<file path="src/rtl/cone_pkg.sv">
package cone_pkg;

  typedef enum logic [2:0] {
    ST_IDLE, ST_NEXT, ST_FETCH, ST_CONES, ST_WRITE
  } ctrl_state_e;

  typedef enum logic [1:0] {
    SQ_IDLE, SQ_LAUNCH, SQ_WAIT
  } seq_state_e;

  // 1-based identifier of the cone at level lvl, position pos (both 0-based)
  function automatic int cone_id(input int h, input int lvl, input int pos);
    int base;
    base = 0;
    for (int k = 0; k < lvl; k++) base += h - k;
    return base + pos + 1;
  endfunction

  // level of the idx-th cone in execution order
  function automatic int order_lvl(input int h, input int idx);
    int n;
    int res;
    n = 0;
    res = 0;
    for (int j = 0; j < h; j++)
      for (int l = 0; l <= j; l++) begin
        if (n == idx) res = l;
        n++;
      end
    return res;
  endfunction

  // position of the idx-th cone in execution order
  function automatic int order_pos(input int h, input int idx);
    int n;
    int res;
    n = 0;
    res = 0;
    for (int j = 0; j < h; j++)
      for (int l = 0; l <= j; l++) begin
        if (n == idx) res = j - l;
        n++;
      end
    return res;
  endfunction

endpackage

</file>
<file path="src/rtl/cone_win_scan.sv">
module cone_win_scan #(
  parameter int FRAME_W = 20,
  parameter int FRAME_H = 12,
  parameter int WIN     = 8,
  parameter int CW      = 8
) (
  input  logic          clk,
  input  logic          rst,
  input  logic          clr,
  input  logic          adv,
  output logic [CW-1:0] x0,
  output logic [CW-1:0] y0,
  output logic [CW-1:0] wcols,
  output logic [CW-1:0] wrows,
  output logic          last
);

  logic row_end;
  logic col_end;

  assign row_end = (int'(x0) + WIN >= FRAME_W);
  assign col_end = (int'(y0) + WIN >= FRAME_H);
  assign last    = row_end && col_end;
  assign wcols   = row_end ? CW'(FRAME_W - int'(x0)) : CW'(WIN);
  assign wrows   = col_end ? CW'(FRAME_H - int'(y0)) : CW'(WIN);

  always_ff @(posedge clk) begin
    if (rst || clr) begin
      x0 <= '0;
      y0 <= '0;
    end else if (adv) begin
      if (row_end) begin
        x0 <= '0;
        y0 <= y0 + CW'(WIN);
      end else begin
        x0 <= x0 + CW'(WIN);
      end
    end
  end


  origin_range_chk: assert property (@(posedge clk) disable iff (rst)
    (int'(x0) < FRAME_W) && (int'(y0) < FRAME_H));

endmodule

</file>
<file path="src/rtl/cone_xfer_agu.sv">
module cone_xfer_agu #(
  parameter int FRAME_W    = 20,
  parameter int FRAME_H    = 12,
  parameter int WIN        = 8,
  parameter int HALO       = 2,
  parameter int IN_BASE    = 0,
  parameter int OUT_BASE   = 1024,
  parameter int SLOT_WORDS = 144,
  parameter int TOP_SLOT   = 6,
  parameter int AW         = 16,
  parameter int BAW        = 10,
  parameter int CW         = 8
) (
  input  logic           clk,
  input  logic           rst,
  input  logic           kick,
  input  logic           kick_wr,
  input  logic [CW-1:0]  x0,
  input  logic [CW-1:0]  y0,
  input  logic [CW-1:0]  wcols,
  input  logic [CW-1:0]  wrows,
  input  logic           mem_gnt,
  output logic           mem_req,
  output logic           mem_we,
  output logic [AW-1:0]  mem_addr,
  output logic           buf_we,
  output logic           buf_re,
  output logic [BAW-1:0] buf_addr,
  output logic           xfer_done
);

  localparam int IN_SIDE = WIN + 2 * HALO;

  logic [CW-1:0] ox, oy, ncols, nrows;
  logic [CW-1:0] r, c, nr, nc;
  logic          last_beat;

  function automatic logic [AW-1:0] ext_addr(input logic wr, input int bx,
                                             input int by, input int rr, input int cc);
    int gx;
    int gy;
    if (wr) begin
      gx = bx + cc;
      gy = by + rr;
      return AW'(OUT_BASE + gy * FRAME_W + gx);
    end
    gx = bx - HALO + cc;
    gy = by - HALO + rr;
    if (gx < 0) gx = 0;
    else if (gx > FRAME_W - 1) gx = FRAME_W - 1;
    if (gy < 0) gy = 0;
    else if (gy > FRAME_H - 1) gy = FRAME_H - 1;
    return AW'(IN_BASE + gy * FRAME_W + gx);
  endfunction

  function automatic logic [BAW-1:0] local_addr(input logic wr, input int rr, input int cc);
    if (wr) return BAW'(TOP_SLOT * SLOT_WORDS + rr * WIN + cc);
    return BAW'(rr * IN_SIDE + cc);
  endfunction

  assign last_beat = (c == ncols - CW'(1)) && (r == nrows - CW'(1));
  assign xfer_done = mem_req & mem_gnt & last_beat;
  assign buf_we    = mem_req & mem_gnt & ~mem_we;
  assign buf_re    = mem_req & mem_we;

  always_comb begin
    nc = c + CW'(1);
    nr = r;
    if (c == ncols - CW'(1)) begin
      nc = '0;
      nr = r + CW'(1);
    end
  end

  always_ff @(posedge clk) begin
    if (rst) begin
      mem_req  <= 1'b0;
      mem_we   <= 1'b0;
      mem_addr <= '0;
      buf_addr <= '0;
      ox       <= '0;
      oy       <= '0;
      ncols    <= '0;
      nrows    <= '0;
      r        <= '0;
      c        <= '0;
    end else if (kick) begin
      ox       <= x0;
      oy       <= y0;
      r        <= '0;
      c        <= '0;
      ncols    <= kick_wr ? wcols : CW'(IN_SIDE);
      nrows    <= kick_wr ? wrows : CW'(IN_SIDE);
      mem_req  <= 1'b1;
      mem_we   <= kick_wr;
      mem_addr <= ext_addr(kick_wr, int'(x0), int'(y0), 0, 0);
      buf_addr <= local_addr(kick_wr, 0, 0);
    end else if (mem_req && mem_gnt) begin
      if (last_beat) begin
        mem_req <= 1'b0;
      end else begin
        r        <= nr;
        c        <= nc;
        mem_addr <= ext_addr(mem_we, int'(ox), int'(oy), int'(nr), int'(nc));
        buf_addr <= local_addr(mem_we, int'(nr), int'(nc));
      end
    end
  end


  req_hold_chk: assert property (@(posedge clk) disable iff (rst)
    (mem_req && !mem_gnt) |=> (mem_req && $stable(mem_addr) && $stable(mem_we)));


  wr_range_chk: assert property (@(posedge clk) disable iff (rst)
    (mem_req && mem_we) |-> ((int'(mem_addr) >= OUT_BASE) &&
                             (int'(mem_addr) < OUT_BASE + FRAME_W * FRAME_H)));

endmodule

</file>
<file path="src/rtl/cone_tree_seq.sv">
module cone_tree_seq
  import cone_pkg::*;
#(
  parameter int H          = 3,
  parameter int NC         = 6,
  parameter int SLOT_WORDS = 144,
  parameter int LEAF_OFS   = 2,
  parameter int BAW        = 10
) (
  input  logic           clk,
  input  logic           rst,
  input  logic           go,
  input  logic [NC-1:0]  cone_done,
  output logic [NC-1:0]  cone_start,
  output logic [NC-1:0]  cone_busy,
  output logic [BAW-1:0] src0_addr,
  output logic [BAW-1:0] src1_addr,
  output logic [BAW-1:0] dst_addr,
  output logic           seq_done
);

  localparam int ID_W = $clog2(NC + 1);
  localparam int IW   = (NC > 1) ? $clog2(NC) : 1;

  logic [ID_W-1:0] rom_id [NC];
  logic [ID_W-1:0] rom_c0 [NC];
  logic [ID_W-1:0] rom_c1 [NC];
  logic [BAW-1:0]  rom_s0 [NC];
  logic [BAW-1:0]  rom_s1 [NC];

  // schedule ROM: cone identifier, children slots and buffer regions per step
  for (genvar i = 0; i < NC; i++) begin : g_rom
    localparam int L  = order_lvl(H, i);
    localparam int P  = order_pos(H, i);
    localparam int ID = cone_id(H, L, P);
    localparam int C0 = (L == 0) ? 0 : cone_id(H, L - 1, P);
    localparam int C1 = (L == 0) ? 0 : cone_id(H, L - 1, P + 1);
    assign rom_id[i] = ID_W'(ID);
    assign rom_c0[i] = ID_W'(C0);
    assign rom_c1[i] = ID_W'(C1);
    assign rom_s0[i] = BAW'((L == 0) ? P * LEAF_OFS : C0 * SLOT_WORDS);
    assign rom_s1[i] = BAW'((L == 0) ? P * LEAF_OFS : C1 * SLOT_WORDS);
  end

  seq_state_e      sq;
  logic [IW-1:0]   idx;
  logic [NC:0]     ready_mask;
  logic [ID_W-1:0] cur_id;
  logic [NC-1:0]   sel_oh;
  logic            kids_ready;
  logic            done_hit;

  assign cur_id     = rom_id[idx];
  assign sel_oh     = NC'(1) << (cur_id - ID_W'(1));
  assign kids_ready = ready_mask[rom_c0[idx]] && ready_mask[rom_c1[idx]];
  assign done_hit   = |(cone_done & sel_oh);
  assign seq_done   = (sq == SQ_WAIT) && done_hit && (idx == IW'(NC - 1));

  always_ff @(posedge clk) begin
    if (rst) begin
      sq         <= SQ_IDLE;
      idx        <= '0;
      ready_mask <= '0;
      cone_start <= '0;
      cone_busy  <= '0;
      src0_addr  <= '0;
      src1_addr  <= '0;
      dst_addr   <= '0;
    end else begin
      cone_start <= '0;
      case (sq)
        SQ_IDLE: if (go) begin
          idx        <= '0;
          ready_mask <= (NC + 1)'(1);
          sq         <= SQ_LAUNCH;
        end
        SQ_LAUNCH: if (kids_ready) begin
          cone_start <= sel_oh;
          cone_busy  <= sel_oh;
          src0_addr  <= rom_s0[idx];
          src1_addr  <= rom_s1[idx];
          dst_addr   <= BAW'(int'(cur_id) * SLOT_WORDS);
          sq         <= SQ_WAIT;
        end
        SQ_WAIT: if (done_hit) begin
          cone_busy  <= '0;
          ready_mask <= ready_mask | {sel_oh, 1'b0};
          if (idx == IW'(NC - 1)) begin
            sq <= SQ_IDLE;
          end else begin
            idx <= idx + IW'(1);
            sq  <= SQ_LAUNCH;
          end
        end
        default: sq <= SQ_IDLE;
      endcase
    end
  end


  one_start_chk: assert property (@(posedge clk) disable iff (rst)
    $onehot0(cone_start));


  start_pulse_chk: assert property (@(posedge clk) disable iff (rst)
    (|cone_start) |=> !(|cone_start));


  busy_one_chk: assert property (@(posedge clk) disable iff (rst)
    $onehot0(cone_busy));


  busy_follow_chk: assert property (@(posedge clk) disable iff (rst)
    (|cone_start) |-> (cone_busy == cone_start));

endmodule

</file>
<file path="src/rtl/cone_tree_ctrl.sv">
module cone_tree_ctrl
  import cone_pkg::*;
#(
  parameter int FRAME_W    = 20,
  parameter int FRAME_H    = 12,
  parameter int WIN        = 8,
  parameter int HALO       = 2,
  parameter int N_ITER     = 12,
  parameter int CONE_DEPTH = 4,
  parameter int LEAF_OFS   = 2,
  parameter int IN_BASE    = 0,
  parameter int OUT_BASE   = 1024,
  parameter int AW         = 16,
  parameter int BAW        = 10,
  parameter int CW         = 8,
  parameter int NUM_CONES  = (N_ITER / CONE_DEPTH) * (N_ITER / CONE_DEPTH + 1) / 2
) (
  input  logic                 clk,
  input  logic                 rst,
  input  logic                 start,
  output logic                 busy,
  output logic                 done,
  output logic                 mem_req,
  output logic                 mem_we,
  output logic [AW-1:0]        mem_addr,
  input  logic                 mem_gnt,
  output logic                 buf_we,
  output logic                 buf_re,
  output logic [BAW-1:0]       buf_addr,
  output logic [NUM_CONES-1:0] cone_start,
  output logic [NUM_CONES-1:0] cone_busy,
  input  logic [NUM_CONES-1:0] cone_done,
  output logic [BAW-1:0]       cone_src0_addr,
  output logic [BAW-1:0]       cone_src1_addr,
  output logic [BAW-1:0]       cone_dst_addr
);

  localparam int LEVELS     = N_ITER / CONE_DEPTH;
  localparam int IN_SIDE    = WIN + 2 * HALO;
  localparam int SLOT_WORDS = IN_SIDE * IN_SIDE;

  ctrl_state_e   st;
  logic [CW-1:0] x0, y0, wcols, wrows;
  logic          scan_last, scan_clr, scan_adv;
  logic          kick, kick_wr, xfer_done;
  logic          seq_go, seq_done;

  assign scan_clr = (st == ST_IDLE) && start;
  assign scan_adv = (st == ST_WRITE) && xfer_done && !scan_last;
  assign kick     = (st == ST_NEXT) || ((st == ST_CONES) && seq_done);
  assign kick_wr  = (st == ST_CONES);
  assign seq_go   = (st == ST_FETCH) && xfer_done;

  cone_win_scan #(
    .FRAME_W(FRAME_W), .FRAME_H(FRAME_H), .WIN(WIN), .CW(CW)
  ) scan_i (
    .clk(clk), .rst(rst), .clr(scan_clr), .adv(scan_adv),
    .x0(x0), .y0(y0), .wcols(wcols), .wrows(wrows), .last(scan_last)
  );

  cone_xfer_agu #(
    .FRAME_W(FRAME_W), .FRAME_H(FRAME_H), .WIN(WIN), .HALO(HALO),
    .IN_BASE(IN_BASE), .OUT_BASE(OUT_BASE), .SLOT_WORDS(SLOT_WORDS),
    .TOP_SLOT(NUM_CONES), .AW(AW), .BAW(BAW), .CW(CW)
  ) agu_i (
    .clk(clk), .rst(rst), .kick(kick), .kick_wr(kick_wr),
    .x0(x0), .y0(y0), .wcols(wcols), .wrows(wrows), .mem_gnt(mem_gnt),
    .mem_req(mem_req), .mem_we(mem_we), .mem_addr(mem_addr),
    .buf_we(buf_we), .buf_re(buf_re), .buf_addr(buf_addr), .xfer_done(xfer_done)
  );

  cone_tree_seq #(
    .H(LEVELS), .NC(NUM_CONES), .SLOT_WORDS(SLOT_WORDS),
    .LEAF_OFS(LEAF_OFS), .BAW(BAW)
  ) seq_i (
    .clk(clk), .rst(rst), .go(seq_go), .cone_done(cone_done),
    .cone_start(cone_start), .cone_busy(cone_busy),
    .src0_addr(cone_src0_addr), .src1_addr(cone_src1_addr),
    .dst_addr(cone_dst_addr), .seq_done(seq_done)
  );

  always_ff @(posedge clk) begin
    if (rst) begin
      st   <= ST_IDLE;
      busy <= 1'b0;
      done <= 1'b0;
    end else begin
      done <= 1'b0;
      case (st)
        ST_IDLE: if (start) begin
          busy <= 1'b1;
          st   <= ST_NEXT;
        end
        ST_NEXT:  st <= ST_FETCH;
        ST_FETCH: if (xfer_done) st <= ST_CONES;
        ST_CONES: if (seq_done) st <= ST_WRITE;
        ST_WRITE: if (xfer_done) begin
          if (scan_last) begin
            st   <= ST_IDLE;
            busy <= 1'b0;
            done <= 1'b1;
          end else begin
            st <= ST_NEXT;
          end
        end
        default: st <= ST_IDLE;
      endcase
    end
  end


  done_pulse_chk: assert property (@(posedge clk) disable iff (rst)
    done |=> !done);


  done_idle_chk: assert property (@(posedge clk) disable iff (rst)
    done |-> (!busy && !mem_req));


  cone_vs_mem_chk: assert property (@(posedge clk) disable iff (rst)
    (|cone_start) |-> !mem_req);


  busy_activity_chk: assert property (@(posedge clk) disable iff (rst)
    (mem_req || (|cone_busy)) |-> busy);

endmodule

</file>
<file path="config.mk">
export PLATFORM = sky130hd
export DESIGN_NAME = cone_tree_ctrl
export DESIGN_NICKNAME = d
export VERILOG_FILES = /design/src/rtl/cone_pkg.sv /design/src/rtl/cone_win_scan.sv /design/src/rtl/cone_xfer_agu.sv /design/src/rtl/cone_tree_seq.sv /design/src/rtl/cone_tree_ctrl.sv
export SDC_FILE = /design/constraint.sdc
export NUM_CORES = 1
export LEC_CHECK = 0
export CORE_MARGIN = 2
export CORE_UTILIZATION = 43
export CTS_BUF_LIST = sky130_fd_sc_hd__clkbuf_16
export CTS_CLUSTER_SIZE = 28
export DETAILED_ROUTE_END_ITERATION = 12
export PLACE_DENSITY_LB_ADDON = 0.15
export SETUP_SLACK_MARGIN = 0.1
export SYNTH_ARGS = -nofsm -noshare
export SYNTH_HDL_FRONTEND = slang
export SYNTH_SLANG_ARGS = --single-unit
export TNS_END_PERCENT = 10
</file>
<file path="constraint.sdc">
create_clock -name clk -period 12.1 [get_ports clk]
set_input_delay 3.025 -clock clk [delete_from_list [all_inputs] [get_ports clk]]
set_output_delay 3.025 -clock clk [all_outputs]
set_load 0.01 [all_outputs]
</file>
==> run_results.csv <==
group,metric,value,unit
grt,antenna_found_initial,0,
clock_network,cts_setup_buffers,0,
layout,num_antenna_cells,0,
clock_network,root_buffer,"clkbuf_16",
routing,drc,0,
worst_setup_path,slowest_stage,"a21oi_1",
synth,ys.flop_type,"dfxtp_1",
run_status,status,"finished, final reports clean",
place,placed_area,11300,um2
floorplanning,fp.coreArea,23500,um2
grt,track_usage,22.6,%
floorplanning,start_util,43.9,%
clock_network,ctsHoldBuffers,0,
sta,final.setup.tns,0,ns
worst_setup_path,cp.arrival,7.65,ns
synth,yosysWarnings,0,
place,pre_cts_slack,4.80,ns
synth,syn_inst,1311,
place,place_hpwl,21.8,mm
sta,worst_pin_slew,1.01,ns
clock_network,cts_resized,0,
floorplanning,ios,84,
layout,final_layout_size_suffix_gt1_share,6.34,%
synth,synth_cell_types,85,
power,vdd.ir_drop.worst,0.0839,mV
clock_network,htreeDepth,4,
routing,postRouteAntennaNets,0,
layout,final_area,11900,um2
min_path,hold_class,"reg -> reg",
routing,m1WireLength,13.7,mm
routing,dr.pass1.iters,5,
layout,layout_commonest_cell,"nor2_1",
routing,dr_wl_met2,13.5,mm
floorplanning,dieWidth,159,um
sta,fin_skew,0.0197,ns
worst_setup_path,required,12.39,ns
clock_network,cts_buffer_depth,2,
power,p_seq_share,36.0,%
synth,syn_area_per_cell,7.88,um2
sta,rsz0062_at_grt,"false",
layout,nets,1527,
synth,synth_area,10300,um2
worst_setup_path,cp_common_cell,"ha_1",
place,place.gp.congestion,0.896,
clock_network,cts_tree,"done",
floorplanning,die_h,159,um
power,pwr-share-comb,16.9,%
grt,overflow,0,
grt,grt_start_max_net_pins,41,
synth,synth_edf_count,0,
power,powerDensity,92.8,nW/um2
grt,grt_pass1_wl,46.1,mm
sta,setup_viol,0,
sta,clock.fmax,136,MHz
routing,wl_per_cell,16.7,um
sta,relSlewSlack,32.2,%
power,p_sw_share,30.0,%
synth,yosysSeqAreaShare,22.1,%
worst_setup_path,start_kind,"register",
power,power.share.clock,47.1,%
worst_setup_path,path_class,"reg -> reg",
job,drv_cap,0,
layout,layout_common_cells,"nor2_1, ha_1, a21oi_1",
clock_network,cts_buffers,17,
floorplanning,die_area,25300,um2
synth,synth-seq-cells,114,
routing,routed-wl-met3,922,um
routing,via_per_inst,5.32,
sta,period_share,60.9,%
min_path,hp-start,"seq_i.cone_busy[4]",
worst_setup_path,r2r_start,"agu_i.ncols[0]",
worst_setup_path,crit_path_max_incr_delay,0.47,ns
power,p_int,776,uW
worst_setup_path,endpoint_kind,"register",
power,report.power.total,1110,uW
routing,drt_wl_total,28.5,mm
power,p_switching,333,uW
clock_network,insertion_delay,0.43,ns
floorplanning,rows,56,
routing,highest_layer,"met4",
clock_network,clk_pin_slew,0.06,ns
sta,slew_violations,0,
clock_network,clock_sinks,114,
power,leakage,0.00530,uW
sta,period_minus_slack,7.36,ns
routing,drt_iter0_drc,580,
routing,vias,9074,
layout,syn2layout_area_growth,15.5,%
place,io_buffers,74,
synth,async_reset_ff_share,0,%
sta,hold_viol,0,
worst_setup_path,crit_fanout,8,
sta,fin_ws,4.74,ns
sta,holdWs,0.458,ns
worst_setup_path,crit_start,"agu_i.ncols[0]",
grt,grt_pass1_vias,8585,
-- metal layers --
layer | track usage, % | vias to the layer above
met5 | 0 | -
met3 | 2.79 | 19
met1 | 31.0 | 4207
li1 | - | 4680
met2 | 37.7 | 168
met4 | 5.29 | 0
-- critical path: cells and delay by family, from the launching register on --
kind | cells | cell delay (ns)
buffers and inverters | 2 | 0.26
AOI/OAI and AO/OA | 13 | 3.19
muxes | 1 | 0.28
xor gates and xnor gates | 1 | 0.30
DFF | 1 | 0.43
adders and majority gates | 6 | 1.78
and+or+nand+nor | 6 | 0.99
-- Yosys cell counts (all sizes together), types with 9 or more instances --
cell | instances | share of area [%]
a31oi | 16 | 1.0
nor2 | 156 | 5.7
xnor2 | 82 | 6.9
nor3 | 40 | 1.9
clkbuf | 46 | 1.7
a21oi | 124 | 6.1
nand3 | 29 | 1.5
o211ai | 10 | 0.77
fa | 11 | 2.1
xor2 | 45 | 3.8
or2 | 9 | 0.54
inv | 82 | 3.0
o21bai | 20 | 1.5
nor2b | 17 | 1.0
ha | 131 | 16
a21o | 31 | 2.3
mux2i | 9 | 0.87
a211oi | 16 | 1.3
buf | 26 | 1.7
dfxtp | 114 | 22
o21ai | 46 | 2.3
nand2 | 97 | 3.5
nand2b | 12 | 0.73
and3 | 14 | 0.85
-- final cells by class --
| cell class | count | area [um2] |
|---|---|---|
| multi-input cells | 1071 | 7510 |
| fillers | 2336 | 11600 |
| clock buffers | 17 | 425 |
| well taps | 319 | 399 |
| flip-flops and latches | 114 | 2280 |
| clock inverters | 15 | 173 |
| repair buffers | 87 | 833 |
| inverters | 84 | 315 |
-- power groups by stage --
| stage | Combinational, uW | Sequential, uW | Clock [uW] |
|---|---|---|---|
| after floorplan | 129 | 407 | 0 |
| after global placement | 181 | 407 | 0 |
| after detailed placement | 182 | 407 | 0 |
| after CTS | 183 | 399 | 530 |
| after global routing | 208 | 400 | 544 |
| final | 188 | 399 | 522 |
-- stage by stage --
stage	util, %	cells
global route	50.7	1707
finish	50.7	1707
detailed placement	48.2	1675
floorplan	-	1341
CTS	50.7	1707
global placement	48.2	1675
-- worst paths after layout --
path                   endpoint  slack [ns]  cells after the start
max          agu_i.mem_addr[10]        4.74                     29
max reg2reg  agu_i.mem_addr[10]        4.74                     29
min reg2reg  seq_i.cone_busy[4]        0.46                      1
min          seq_i.cone_busy[4]        0.46                      1
-- registers in the layout, summed over array words and instances (netlist names), 3 cells and up --
name              flops
agu_i.ncols           7
seq_i.cone_busy       6
agu_i.oy              5
scan_i.y0             5
scan_i.x0             5
agu_i.nrows           6
seq_i.src1_addr       5
seq_i.ready_mask      6
seq_i.dst_addr        3
agu_i.buf_addr       10
agu_i.c               8
seq_i.cone_start      6
agu_i.r               8
agu_i.ox              5
agu_i.mem_addr       15
st                    3
seq_i.idx             3
-- cells by family (layout without fill, tap and decap cells) --
group / after synthesis / count (layout) / synth area share, %
xor+xnor: 129 / 129 / 11.2
simple gates: 417 / 417 / 18.8
mux: 14 / 14 / 1.42
compound gates: 335 / 335 / 21.8
fa+ha+maj: 144 / 144 / 18.2
other cells: 2 / 32 / 0.0727
buf+inv: 156 / 203 / 6.44
flops: 114 / 114 / 22.1
Power figures use the tool's default switching activity.
